## src/rtl/disp_flip_pkg.sv

```systemverilog
package disp_flip_pkg;
  localparam int PITCH_W     = 12;
  localparam int BASE_LSB    = 3;
  localparam int BASE_MSB    = 25;
  localparam int ADDR_W      = BASE_MSB - BASE_LSB + 1;
  localparam int CLIENT_MSB  = 31;
  localparam int CLIENT_LSB  = 29;
  localparam int TARGET_MSB  = 28;
  localparam int TARGET_LSB  = 23;
  localparam int PITCH_LSB   = 8;
  localparam int KIND_BIT    = 6;
  localparam int LEN_MSB     = 5;
  localparam logic [2:0] CLIENT_PARSER = 3'b000;
  localparam logic [5:0] TARGET_FLIP   = 6'h14;
  localparam logic [5:0] LEN_FLIP      = 6'h00;

  typedef enum logic {FLIP_SYNC = 1'b0, FLIP_ASYNC = 1'b1} flip_kind_e;

  typedef struct packed {
    flip_kind_e          kind;
    logic [PITCH_W-1:0]  pitch;
    logic [ADDR_W-1:0]   base;
  } flip_cmd_t;
endpackage

```

## src/rtl/flip_cmd_decode.sv

```systemverilog
module flip_cmd_decode
  import disp_flip_pkg::*;
(
  input  logic       clk_i,
  input  logic       rst_ni,
  input  logic       valid_i,
  input  logic [31:0] data_i,
  input  logic       busy_i,
  output logic       ready_o,
  output logic       cmd_stb_o,
  output flip_cmd_t  cmd_o,
  output logic       err_o
);
  logic               second_q;
  logic [PITCH_W-1:0] pitch_q;
  flip_kind_e         kind_q;
  logic               err_q;
  logic               fire;
  logic               hdr_ok;
  logic               unused_bits;

  assign ready_o = !busy_i;
  assign fire    = valid_i && ready_o;
  assign hdr_ok  = (data_i[CLIENT_MSB:CLIENT_LSB] == CLIENT_PARSER) &&
                   (data_i[TARGET_MSB:TARGET_LSB] == TARGET_FLIP) &&
                   (data_i[LEN_MSB:0] == LEN_FLIP);
  assign unused_bits = ^{data_i[22:20], data_i[7], data_i[2:0]};

  always_ff @(posedge clk_i or negedge rst_ni) begin
    if (!rst_ni) begin
      second_q <= 1'b0;
      pitch_q  <= '0;
      kind_q   <= FLIP_SYNC;
      err_q    <= 1'b0;
    end else begin
      err_q <= fire && !second_q && !hdr_ok;
      if (fire) begin
        if (!second_q) begin
          if (hdr_ok) begin
            second_q <= 1'b1;
            pitch_q  <= data_i[PITCH_LSB+PITCH_W-1:PITCH_LSB];
            kind_q   <= data_i[KIND_BIT] ? FLIP_ASYNC : FLIP_SYNC;
          end
        end else begin
          second_q <= 1'b0;
        end
      end
    end
  end

  assign cmd_stb_o   = fire && second_q;
  assign cmd_o.kind  = kind_q;
  assign cmd_o.pitch = pitch_q;
  assign cmd_o.base  = data_i[BASE_MSB:BASE_LSB];
  assign err_o       = err_q;
endmodule

```

## src/rtl/flip_commit.sv

```systemverilog
module flip_commit
  import disp_flip_pkg::*;
#(
  parameter int LINES = 32
) (
  input  logic               clk_i,
  input  logic               rst_ni,
  input  logic               cmd_stb_i,
  input  flip_cmd_t          cmd_i,
  input  logic               vsync_i,
  input  logic               hsync_i,
  output logic [ADDR_W-1:0]  base_o,
  output logic [PITCH_W-1:0] pitch_o,
  output logic               pending_o
);
  localparam int CNT_W = (LINES > 1) ? $clog2(LINES) : 1;
  localparam logic [CNT_W-1:0] CNT_LAST = CNT_W'(LINES - 1);

  flip_cmd_t          stg_q;
  logic               pend_q;
  logic               armed_q;
  logic [CNT_W-1:0]   cnt_q;
  logic [ADDR_W-1:0]  base_q;
  logic [PITCH_W-1:0] pitch_q;
  logic               sync_hit;
  logic               async_hit;

  assign sync_hit  = armed_q && (stg_q.kind == FLIP_SYNC) && vsync_i;
  assign async_hit = armed_q && (stg_q.kind == FLIP_ASYNC) && hsync_i;

  always_ff @(posedge clk_i or negedge rst_ni) begin
    if (!rst_ni) begin
      stg_q   <= '0;
      pend_q  <= 1'b0;
      armed_q <= 1'b0;
      cnt_q   <= '0;
      base_q  <= '0;
      pitch_q <= '0;
    end else if (cmd_stb_i) begin
      stg_q   <= cmd_i;
      pend_q  <= 1'b1;
      armed_q <= 1'b1;
      cnt_q   <= '0;
    end else if (pend_q) begin
      if (sync_hit) begin
        base_q  <= stg_q.base;
        pitch_q <= stg_q.pitch;
        pend_q  <= 1'b0;
        armed_q <= 1'b0;
      end else if (async_hit) begin
        base_q  <= stg_q.base;
        armed_q <= 1'b0;
        cnt_q   <= '0;
      end else if (!armed_q && hsync_i) begin
        // retire window after async commit
        if (cnt_q == CNT_LAST) pend_q <= 1'b0;
        else                   cnt_q  <= cnt_q + 1'b1;
      end
    end
  end

  assign base_o    = base_q;
  assign pitch_o   = pitch_q;
  assign pending_o = pend_q;
endmodule

```

## src/rtl/flip_event.sv

```systemverilog
module flip_event (
  input  logic clk_i,
  input  logic rst_ni,
  input  logic pending_i,
  input  logic hws_mask_i,
  input  logic irq_mask_i,
  input  logic irq_en_i,
  input  logic irq_clr_i,
  output logic status_wr_o,
  output logic irq_o
);
  logic pend_d_q;
  logic irq_q;
  logic rise;
  logic fall;

  assign rise = pending_i && !pend_d_q;
  assign fall = !pending_i && pend_d_q;

  always_ff @(posedge clk_i or negedge rst_ni) begin
    if (!rst_ni) begin
      pend_d_q <= 1'b0;
      irq_q    <= 1'b0;
    end else begin
      pend_d_q <= pending_i;
      if (fall && !irq_mask_i && irq_en_i) irq_q <= 1'b1;
      else if (irq_clr_i)                  irq_q <= 1'b0;
    end
  end

  assign status_wr_o = (rise || fall) && !hws_mask_i;
  assign irq_o       = irq_q;
endmodule

```

## src/rtl/disp_flip_ctrl.sv

```systemverilog
module disp_flip_ctrl
  import disp_flip_pkg::*;
#(
  parameter int LINES = 32
) (
  input  logic               clk_i,
  input  logic               rst_ni,
  input  logic               cmd_valid_i,
  input  logic [31:0]        cmd_data_i,
  output logic               cmd_ready_o,
  input  logic               vsync_i,
  input  logic               hsync_i,
  input  logic               hws_mask_i,
  input  logic               irq_mask_i,
  input  logic               irq_en_i,
  input  logic               irq_clr_i,
  output logic [ADDR_W-1:0]  disp_base_o,
  output logic [PITCH_W-1:0] disp_pitch_o,
  output logic               flip_pending_o,
  output logic               status_wr_o,
  output logic               irq_o,
  output logic               cmd_err_o
);
  flip_cmd_t cmd;
  logic      cmd_stb;
  logic      pending;

  flip_cmd_decode i_decode (
    .clk_i     (clk_i),
    .rst_ni    (rst_ni),
    .valid_i   (cmd_valid_i),
    .data_i    (cmd_data_i),
    .busy_i    (pending),
    .ready_o   (cmd_ready_o),
    .cmd_stb_o (cmd_stb),
    .cmd_o     (cmd),
    .err_o     (cmd_err_o)
  );

  flip_commit #(.LINES(LINES)) i_commit (
    .clk_i     (clk_i),
    .rst_ni    (rst_ni),
    .cmd_stb_i (cmd_stb),
    .cmd_i     (cmd),
    .vsync_i   (vsync_i),
    .hsync_i   (hsync_i),
    .base_o    (disp_base_o),
    .pitch_o   (disp_pitch_o),
    .pending_o (pending)
  );

  flip_event i_event (
    .clk_i       (clk_i),
    .rst_ni      (rst_ni),
    .pending_i   (pending),
    .hws_mask_i  (hws_mask_i),
    .irq_mask_i  (irq_mask_i),
    .irq_en_i    (irq_en_i),
    .irq_clr_i   (irq_clr_i),
    .status_wr_o (status_wr_o),
    .irq_o       (irq_o)
  );

  assign flip_pending_o = pending;
endmodule

```

## config.mk

```make
export PLATFORM = sky130hd
export DESIGN_NAME = disp_flip_ctrl
export DESIGN_NICKNAME = d
export VERILOG_FILES = /design/src/rtl/disp_flip_pkg.sv /design/src/rtl/flip_cmd_decode.sv /design/src/rtl/flip_commit.sv /design/src/rtl/flip_event.sv /design/src/rtl/disp_flip_ctrl.sv
export SDC_FILE = /design/constraint.sdc
export NUM_CORES = 1
export LEC_CHECK = 0
export BUFFER_PORTS_ARGS = -buffer_cell sky130_fd_sc_hd__buf_2
export CORE_MARGIN = 5
export CORE_UTILIZATION = 36
export DETAILED_ROUTE_END_ITERATION = 8
export GPL_TIMING_DRIVEN = 0
export PLACE_DENSITY = 0.55
export SLEW_MARGIN = 20
export SYNTH_ARGS = -nofsm -noshare
export SYNTH_HDL_FRONTEND = slang
export SYNTH_SLANG_ARGS = --single-unit
```

## constraint.sdc

```tcl
create_clock -name clk_i -period 1.74 [get_ports clk_i]
set_input_delay 0.087 -clock clk_i [delete_from_list [all_inputs] [get_ports clk_i]]
set_output_delay 0.087 -clock clk_i [all_outputs]
set_load 0.005 [all_outputs]
```

* Yosys cells after proc, flatten, opt, wreduce, memory -nomap -nowiden
Index checks and enable logic that the tools add are counted.
** Word-level totals
- Register bits :: 95
- Input port bits :: 41
- Output and inout port bits :: 40
- Logic and storage cells :: 81
** Cells by class
- Add/sub/neg operators :: 1
- Eq/ne operators :: 4
- Mux-type cells :: 23
- Bitwise operators :: 3
- Reductions and logical operators :: 36
** Operators with widths (number)
- 2-to-1 mux 23 bit :: 2
- 2-to-1 mux 5 bit :: 6
- logical AND 1 bit :: 16
- 2-to-1 mux 1 bit :: 15
- AND reduction 3 bit :: 3
- logical NOT 1 bit :: 7
- == test 6 x 5 -> 1 bit (second input constant) :: 1
- logical NOT 6 bit :: 1
- nonzero test 2 bit :: 3
- nonzero test 3 bit :: 2
- adder 5 x 1 -> 5 bit (second input constant) :: 1
- == test 5 bit (second input constant) :: 1
- AND reduction 4 bit :: 1
- logical NOT 3 bit :: 1
- inequality test 3 x 2 -> 1 bit (second input constant) :: 1
- NOT 1 bit :: 3
- inequality test 2 bit (second input constant) :: 1
- AND reduction 2 bit :: 1
- logical OR 1 bit :: 1

* Depth between registers and ports, before layout
Gate-level depths: netlist (run 1).
- Depth in word-level cells :: 7
- Mapped depth :: 7
- Mapped depth without buffers :: 7

* Modules after synthesis
From an unflattened synthesis (run 1), not the netlist that was laid out.
** Unflattened totals
- Cell total of the unflattened synthesis :: 271
- Area, all modules :: 4033.9 sq um
** By module, submodules not included
- flip_commit :: times used 1, cells an instance 199, area each 3085.5 sq um, sequential area each 1951.9 sq um
- flip_cmd_decode :: times used 1, cells an instance 64, area each 845.8 sq um, sequential area each 375.4 sq um
- flip_event :: times used 1, cells an instance 8, area each 102.6 sq um, sequential area each 50.0 sq um

* Worst setup path after synthesis (run 1)
Ideal clock, no wire load.
- Path type :: reg-to-reg
- From :: reg i_commit.cnt_q[0]
- To :: reg i_commit.cnt_q[2]
- Library setup time :: 0.078 ns
- Arrival :: 1.671 ns
- Data required time :: 1.662 ns
- Path slack :: -0.009 ns
- Stages on the path, launching flop included :: 7
- Path buffers :: 0
- Clock period less this slack :: 1.749 ns
- Path through :: dfrtp_1 ha_1 and3_1 ha_1 or4_1 a21o_1 a21oi_1
** On the way
- Word-level cells in the longest chain between the ends :: 7
- Elaborated cells between the ends (all ways) :: 10
- Classes of those cells :: 1 x add/sub; 2 x eq/ne; 6 x mux; 1 x reduce/logical
** Ends and longest elaborated chain
- start: declaration :: line flip_commit.sv:22 : logic [CNT_W-1:0] cnt_q;
- start signal: assignment :: line flip_commit.sv:57 : else cnt_q <= cnt_q + 1'b1;
- adder 5 x 1 -> 5 bit :: line flip_commit.sv:57
- 2-to-1 mux 5 bit :: line flip_commit.sv:56 : if (cnt_q == CNT_LAST) pend_q <= 1'b0;
- 2-to-1 mux 5 bit :: line flip_commit.sv:54 : end else if (!armed_q && hsync_i) begin
- 2-to-1 mux 5 bit :: line flip_commit.sv:50 : end else if (async_hit) begin
- 2-to-1 mux 5 bit :: line flip_commit.sv:45 : if (sync_hit) begin
- 2-to-1 mux 5 bit :: line flip_commit.sv:44 : end else if (pend_q) begin
- 2-to-1 mux 5 bit :: line flip_commit.sv:39 : end else if (cmd_stb_i) begin
Several ways; a longest one is shown, not always the timed one. The select of a mux whose other input is x is not followed.
A chain may end at the register's enable or synchronous reset.

* Worst setup path after layout (run 1)
- From :: reg i_commit.cnt_q[0]
- To :: reg i_commit.cnt_q[0]
The elaborated chain is that of the path after synthesis.

==> impl_metrics.py, run 1 <==
metrics = {
    "status": {
        "outcome": "complete, but fails checks",
        "violations": "setup timing",
    },
    "worst_setup_path": {
        "reg2regPathDepth": 6,
        "rr_endpoint": "i_commit.cnt_q[0]",
        "critPathCaptureType": "flip-flop",
        "endpoint": "i_commit.cnt_q[0]",
        "crit_chain": "ha_2 -> and3_4 -> ha_4 -> nor2b_4 -> o31a_1 -> mux2_4",
        "cp_max_fo": 4,
        "worstReg2RegStart": "i_commit.cnt_q[0]",
        "ff2ff_setup_slack_ns": -0.02,
        "slowest_delay_ns": 0.40,
        "critPathKind": "reg -> reg",
        "crit_path_start": "i_commit.cnt_q[0]",
        "crit_path_start_kind": "flip-flop",
        "crit_required_ns": 1.99,
        "slowest_stage": "dfrtp_1",
        "crit_arrival_ns": 2.01,
    },
    "clock_network": {
        "h-tree-depth": 3,
        "cts_buffer_depth": 2,
        "cts_tree": "yes",
        "cts_inserted_buffers": 9,
        "clk_pin_slew_worst_paths_ns": 0.10,
        "clock_sinks": 95,
        "cts_root_buf": "clkbuf_8",
        "clk_latency_ns": 0.36,
    },
    "synthesis": {
        "synth_warnings": 0,
        "syn_avg_cell_area_um2": 12.02,
        "synthCells": 313,
        "yosysSeqAreaShare_pct": 63.19,
        "synth-seq-cells": 95,
        "syn-cell-area_mm2": 0.003762,
        "synth_cell_type_count": 33,
        "syn_nets": 357,
    },
    "timing": {
        "finalHoldViolCount": 0,
        "fin_worst_skew_ns": 0.01382,
        "worst_pin_slew_ns": 0.5172,
        "worst_slack_ns": -0.02044,
        "fmax_mhz": 568.0,
        "setup_viol": 3,
        "fin_crit_sh_pct": 101.2,
        "drv_slew": 0,
        "rsz0062_at_grt": "true",
        "maxSlewHeadroom_pct": 65.52,
        "fin_crit_ns": 1.760,
    },
    "layout": {
        "final_cells": 580,
        "nets": 483,
        "post-route-cell-area_mm2": 0.005036,
        "area_delta_synth_final_pct": 33.85,
        "final_util_pct": 49.00,
        "fillers": 979,
        "diodes": 0,
        "drive_above_1_share_pct": 41.22,
        "layout_common_cells": "nand2_1, dfrtp_1, buf_2",
        "layout_commonest_cell": "nand2_1",
    },
    "floorplan": {
        "coreArea_mm2": 0.01028,
        "fp.dieW_um": 112.2,
        "rows": 37,
        "floorplan.die.height_um": 112.2,
        "ios": 81,
        "start_util_pct": 36.61,
        "fp.dieArea_mm2": 0.01260,
    },
    "routing": {
        "drt-initial-drc-count": 66,
        "num_vias": 2699,
        "ant_nets": 0,
        "drc_errors": 0,
        "totalWireLength_um": 8601,
        "wl_per_cell_um": 14.83,
        "dr.pass1.iters": 4,
        "vias_per_cell": 4.653,
    },
    "global_routing": {
        "grt_first_pass_wirelength_um": 14190,
        "track_usage_pct": 14.09,
        "grt_max_degree": 50,
        "grt_antenna_before_repair": 0,
        "grt_overflow": 0,
        "grt_pass1_vias": 2847,
    },
    "placed_design": {
        "dpl.hpwl_um": 5744,
        "dp_cells": 530,
        "dpl-instance-area_mm2": 0.004369,
        "portBuffers": 80,
        "place_congestion": 0.7618,
    },
    "min_path": {
        "hp-start": "hsync_i",
        "hp-class": "in -> reg",
    },
    "pwr": {
        "vdd_drop_max_v": 0.0004182,
        "powerDensity_mw_per_mm2": 879.4,
        "p_total_uw": 4429,
        "p_leak_uw": 0.002754,
    },
    "run": {
        "cap_violations": 0,
    },
}
==> sequential cells by signal, indices dropped and copies added, names as in the netlist <==
register and count:
i_commit.cnt_q 5, i_decode.kind_q 1, i_commit.base_o 23, i_decode.pitch_q 12, i_commit.pitch_o 12, i_decode.second_q 1, i_event.irq_o 1, i_commit.armed_q 1
i_event.pend_d_q 1, i_commit.pending_o 1, i_decode.err_o 1, i_commit.stg_q 36
==> cell type report <==
| class | instances | area [um2] | share of cell area, % |
|---|---|---|---|
| sequential | 95 | 2380 | 47.25 |
| clock inverter | 6 | 91.34 | 1.814 |
| buffer | 13 | 93.84 | 1.863 |
| tap | 136 | 170.2 | 3.379 |
| clock buffer | 10 | 137.6 | 2.733 |
| multi-input combinational | 201 | 1363 | 27.06 |
| inverter | 3 | 11.26 | 0.2236 |
| timing repair buffer | 116 | 789.5 | 15.68 |
==> what timing repair did <==
item                                   CTS  global route
setup endpoints to repair               63            69
gates cloned                             0             1
hold buffers                            26             0
endpoints found under the hold margin   83             0
setup buffers                            4             5
pin swaps                                2             6
gates resized for setup                 10            20
==> Yosys cell counts <==
cell      count  area share (%)
buf_1         2            0.20
a21o_2        1            0.23
nor2b_1       3            0.50
nand4_1       1            0.17
inv_1         3            0.30
buf_12        1            0.53
clkbuf_1      6            0.60
nor3b_1       1            0.20
nor3_1        2            0.27
mux2i_1       1            0.27
dfrtp_1      95              63
o21ai_0       4            0.53
nand2_1     113              11
ha_1          3             1.0
o211a_1       1            0.27
nor2_1        3            0.30
and4_1        1            0.23
mux2_2       40              12
a21o_1        1            0.20
nand3_1       2            0.27
o31a_1        1            0.23
nor4b_2       1            0.40
and3_1        2            0.33
a22o_1        2            0.47
o22ai_1       1            0.17
nor3b_4       1            0.50
mux2_4        9             3.6
a21oi_1       2            0.27
and2_1        1            0.17
or4_1         1            0.20
buf_2         5            0.67
nor4_1        2            0.33
nand3b_1      1            0.20
==> logic make-up (layout without fill, tap and decap cells) <==
kind of cell	after synthesis	after routing	synth area share [%]
multiplexers	50	50	15.83
adder cells (fa/ha/maj)	3	3	0.9978
AO/OA/AOI/OAI	13	13	2.362
flip-flops	95	95	63.19
AND/OR/NAND/NOR	135	135	15.33
buffers and inverters	17	148	2.295
==> critical path, delay by kind of cell, from the launching register on <==
| kind | cells | cell delay [ns] |
|---|---|---|
| fa+ha+maj | 2 | 0.36 |
| simple gates | 2 | 0.29 |
| mux | 1 | 0.27 |
| flops | 1 | 0.40 |
| compound gates | 1 | 0.34 |
==> power breakdown <==
group,internal (uW),switching (uW)
combinational,252,215
clock,853,784
sequential,2270,55.1
total,3370,1050
==> per-layer routing <==
metal	track usage, %	share of wire [%]
met1	18.22	46
met5	0	0
met3	2.749	4.6
met4	6.410	1.6
met2	22.96	48
==> how the worst min path moves through the flow <==
stage | to | depth (start not counted)
2_1_floorplan | i_commit.armed_q | 0
3_5_place_dp | i_commit.stg_q[31] | 1
6_report | i_commit.pending_o | 4
3_3_place_gp | i_event.irq_o | 2
4_1_cts | i_commit.pending_o | 4
5_1_grt | i_decode.err_o | 3
==> metrics by stage <==
step	setup slack [ns]	TNS, ns	hold WS (ns)
floorplan	0.01914	0	-0.2086
global placement	-0.3825	-39.16	0.2691
detailed placement	-0.1508	-4.417	0.05328
CTS	0.003439	0	0.07511
global route	-0.1083	-0.3700	0.09852
finish	-0.02044	-0.04066	0.09040
Power figures use the tool's default switching activity.
==> run 2: changes to the inputs <==
- ABC_AREA: not set -> 1
- PLACE_DENSITY: 0.55 -> 0.54
==> impl_metrics.py, run 2 <==
metrics = {
    "status": {
        "outcome": "complete, no violations",
    },
    "pwr": {
        "p_total_uw": 4308,
        "powerDensity_mw_per_mm2": 853.3,
        "p_switching_uw": 1054,
        "vdd_drop_max_v": 0.0004747,
        "p_leak_uw": 0.002764,
        "switching_share_pct": 24.47,
        "p_seq_share_pct": 55.3,
        "p_int_uw": 3254,
        "p_comb_share_pct": 10.4,
        "p_clk_share_pct": 34.2,
    },
    "floorplan": {
        "rows": 38,
        "fp.dieW_um": 115.0,
        "floorplan.die.height_um": 115.0,
        "fp.dieArea_mm2": 0.01322,
        "coreArea_mm2": 0.01084,
        "ios": 81,
        "start_util_pct": 36.60,
    },
    "synthesis": {
        "yosysSeqAreaShare_pct": 59.92,
        "syn_avg_cell_area_um2": 9.184,
        "synth_fa_ha_area_share_pct": 0.9461,
        "yosysTopAreaCellShare_pct": 59.92,
        "syn_nets": 476,
        "synth-seq-cells": 95,
        "synth-edff-count": 0,
        "synth_mux_area_share_pct": 0,
        "synth_area_leaders": "dfrtp_1, nand2_1, inv_1, nand3_1, o21ai_2",
        "yosysTopAreaCell": "dfrtp_1",
        "synth_warnings": 0,
        "post_synth_and_or_nand_nor_area_fraction_pct": 22.42,
        "synth_top_family_by_area": "simple AND/OR/NAND/NOR gates",
        "syn-cell-area_mm2": 0.003968,
        "ys.flop_type": "dfrtp_1",
        "async_flop_share_pct": 100.0,
        "synth_most_common_cell": "nand2_1",
        "synthXorXnorAreaFrac_pct": 0.2208,
        "synthCells": 432,
        "synth_cell_type_count": 22,
        "synth_top_cells_by_count": "nand2_1, dfrtp_1, inv_1",
        "synth-compound-area-share_pct": 8.231,
    },
    "timing": {
        "finalHoldViolCount": 0,
        "drv_slew": 0,
        "fin_crit_ns": 1.616,
        "setup_viol": 0,
        "hold_ws_ns": 0.02096,
        "fin_crit_sh_pct": 92.88,
        "fin_worst_skew_ns": 0.01158,
        "fmax_mhz": 618.8,
        "maxSlewHeadroom_pct": 60.33,
        "worst_pin_slew_ns": 0.5950,
        "worst_slack_ns": 0.1240,
    },
    "layout": {
        "final_cells": 695,
        "ff_latch_area_mm2": 0.002377,
        "area_delta_synth_final_pct": 27.25,
        "nets": 594,
        "layout_commonest_cell": "nand2_1",
        "final_util_pct": 46.57,
        "fillers": 1083,
        "regMostFlops": "i_commit.stg_q",
        "drive_above_1_share_pct": 25.77,
        "diodes": 0,
        "multiInputGateArea_mm2": 0.001280,
        "largest_reg_flops": 36,
        "layout_common_cells": "nand2_1, dfrtp_1, buf_2",
    },
    "routing": {
        "dr.pass1.iters": 4,
        "ant_nets": 0,
        "drc_errors": 0,
        "wl_per_cell_um": 13.70,
        "drt-initial-drc-count": 106,
        "vias_per_cell": 4.551,
        "num_vias": 3163,
        "totalWireLength_um": 9519,
    },
    "placed_design": {
        "dp_slack_ns": -0.06047,
        "dp_cells": 653,
        "portBuffers": 80,
        "dpl.hpwl_um": 6723,
        "place_congestion": 0.8319,
    },
    "global_routing": {
        "track_usage_pct": 15.44,
        "grt_antenna_before_repair": 0,
        "grt_max_degree": 72,
        "grt_overflow": 0,
        "use_met1_pct": 21.56,
        "met2_usage_pct": 23.50,
        "grt_pass1_vias": 3212,
        "grt_first_pass_wirelength_um": 15950,
        "grtUsageMet3_pct": 2.789,
        "busiest_layer": "met2",
    },
    "clock_network": {
        "cts_root_buf": "clkbuf_8",
        "clk_pin_slew_worst_paths_ns": 0.09,
        "cts_inserted_buffers": 9,
        "cts_buffer_depth": 2,
        "clock_sinks": 95,
        "h-tree-depth": 3,
        "clk_latency_ns": 0.36,
        "cts_tree": "yes",
    },
    "worst_setup_path": {
        "cpMostUsedCell": "nand2_1",
        "crit_path_start_kind": "flip-flop",
        "cp_max_fo": 7,
        "crit_chain": "ha_1 -> nand2_1 -> nor2_1 -> ha_1 -> inv_1 -> nand3_1 -> nand2_2 -> nand2_4 -> nor2_4 -> nand2_1 -> nand2_1",
        "critPathCaptureType": "flip-flop",
        "slowest_delay_ns": 0.41,
        "path_buf_inv": 1,
        "slowest_stage": "dfrtp_1",
        "critPathKind": "reg -> reg",
        "crit_required_ns": 2.04,
        "path_delay_family": "simple AND/OR/NAND/NOR gates",
        "crit_arrival_ns": 1.91,
    },
    "min_path": {
        "hp-class": "in -> reg",
    },
    "run": {
        "cap_violations": 0,
    },
}
==> run 2: cell types whose count changed after synthesis, moves of 4 or more <==
cell,before,now
nand3_1,2,33
o21ai_2,0,17
inv_1,3,47
buf_4,0,4
mux2_2,40,0
o21ai_0,4,22
nor2_1,3,24
a21oi_1,2,12
buf_6,0,5
mux2_4,9,0
nand2_1,113,130
nand4_1,1,13
==> run 2: path summary, 6_finish.rpt <==
path	startpoint	endpoint	slack [ns]	depth (start not counted)
setup reg to reg	i_commit.cnt_q[1]	i_commit.cnt_q[1]	0.12	11
hold / removal	cmd_data_i[25]	i_commit.stg_q[22]	0.02	3
min in group asynchronous	rst_ni	i_commit.pitch_o[2]	0.14	2
setup / recovery	i_commit.cnt_q[1]	i_commit.cnt_q[1]	0.12	11
hold reg to reg	i_commit.stg_q[19]	i_commit.stg_q[19]	0.48	2
max in group asynchronous	rst_ni	i_commit.base_o[21]	0.98	3
==> run 2: stage by stage <==
step                       TNS, ns  cell area (um2)
after CTS                        0             5024
after global routing      -0.01384             5049
final                            0             5049
after global placement      -33.75             4543
after floorplan                  0             3968
after detailed placement   -0.1831             4577
==> run 2: metal layers <==
| metal | part of all wire [%] | wire (um) |
|---|---|---|
| met5 | 0 | 0 |
| met4 | 2.7 | 258 |
| met3 | 4.8 | 456 |
| met2 | 46 | 4402 |
| met1 | 46 | 4401 |
==> run 2: power by group through the flow <==
stage          combinational (uW)  clock (uW)  sequential, uW
2_1_floorplan                 146           0            2440
3_3_place_gp                  403           0            2430
3_5_place_dp                  419           0            2430
4_1_cts                       458        1520            2390
5_1_grt                       513        1610            2400
6_report                      449        1470            2380
==> run 2: worst reg2reg max path: cells and delay by family (launching register included) <==
kind / cells / cell delay [ns]
simple gates: 8 / 0.69
buf+inv: 1 / 0.07
flops: 1 / 0.41
fa+ha+maj: 2 / 0.38
==> run 2: final cells by class <==
cell class                 count  area share, %
sequential                    95          47.09
timing repair buffer         107          13.66
clock inverter                 5          1.140
buffer                        22          2.850
clock buffer                  11          2.801
tap                          140          3.470
multi-input combinational    266          25.35
inverter                      49          3.643
==> run 2: logic make-up (layout without fill, tap and decap cells) <==
family          Yosys count  in the layout
buf+inv                  71            194
xor+xnor                  1              1
flops                    95             95
simple gates            210            210
compound gates           52             52
fa+ha+maj                 3              3
==> run 2: repair_timing <==
action,4_1_cts,5_1_grt
gates resized for setup,2,3
hold endpoints to repair,122,0
pin swaps,0,1
gates cloned,0,0
hold buffers,24,0
buffers inserted,0,2
endpoints found under the setup margin,4,5
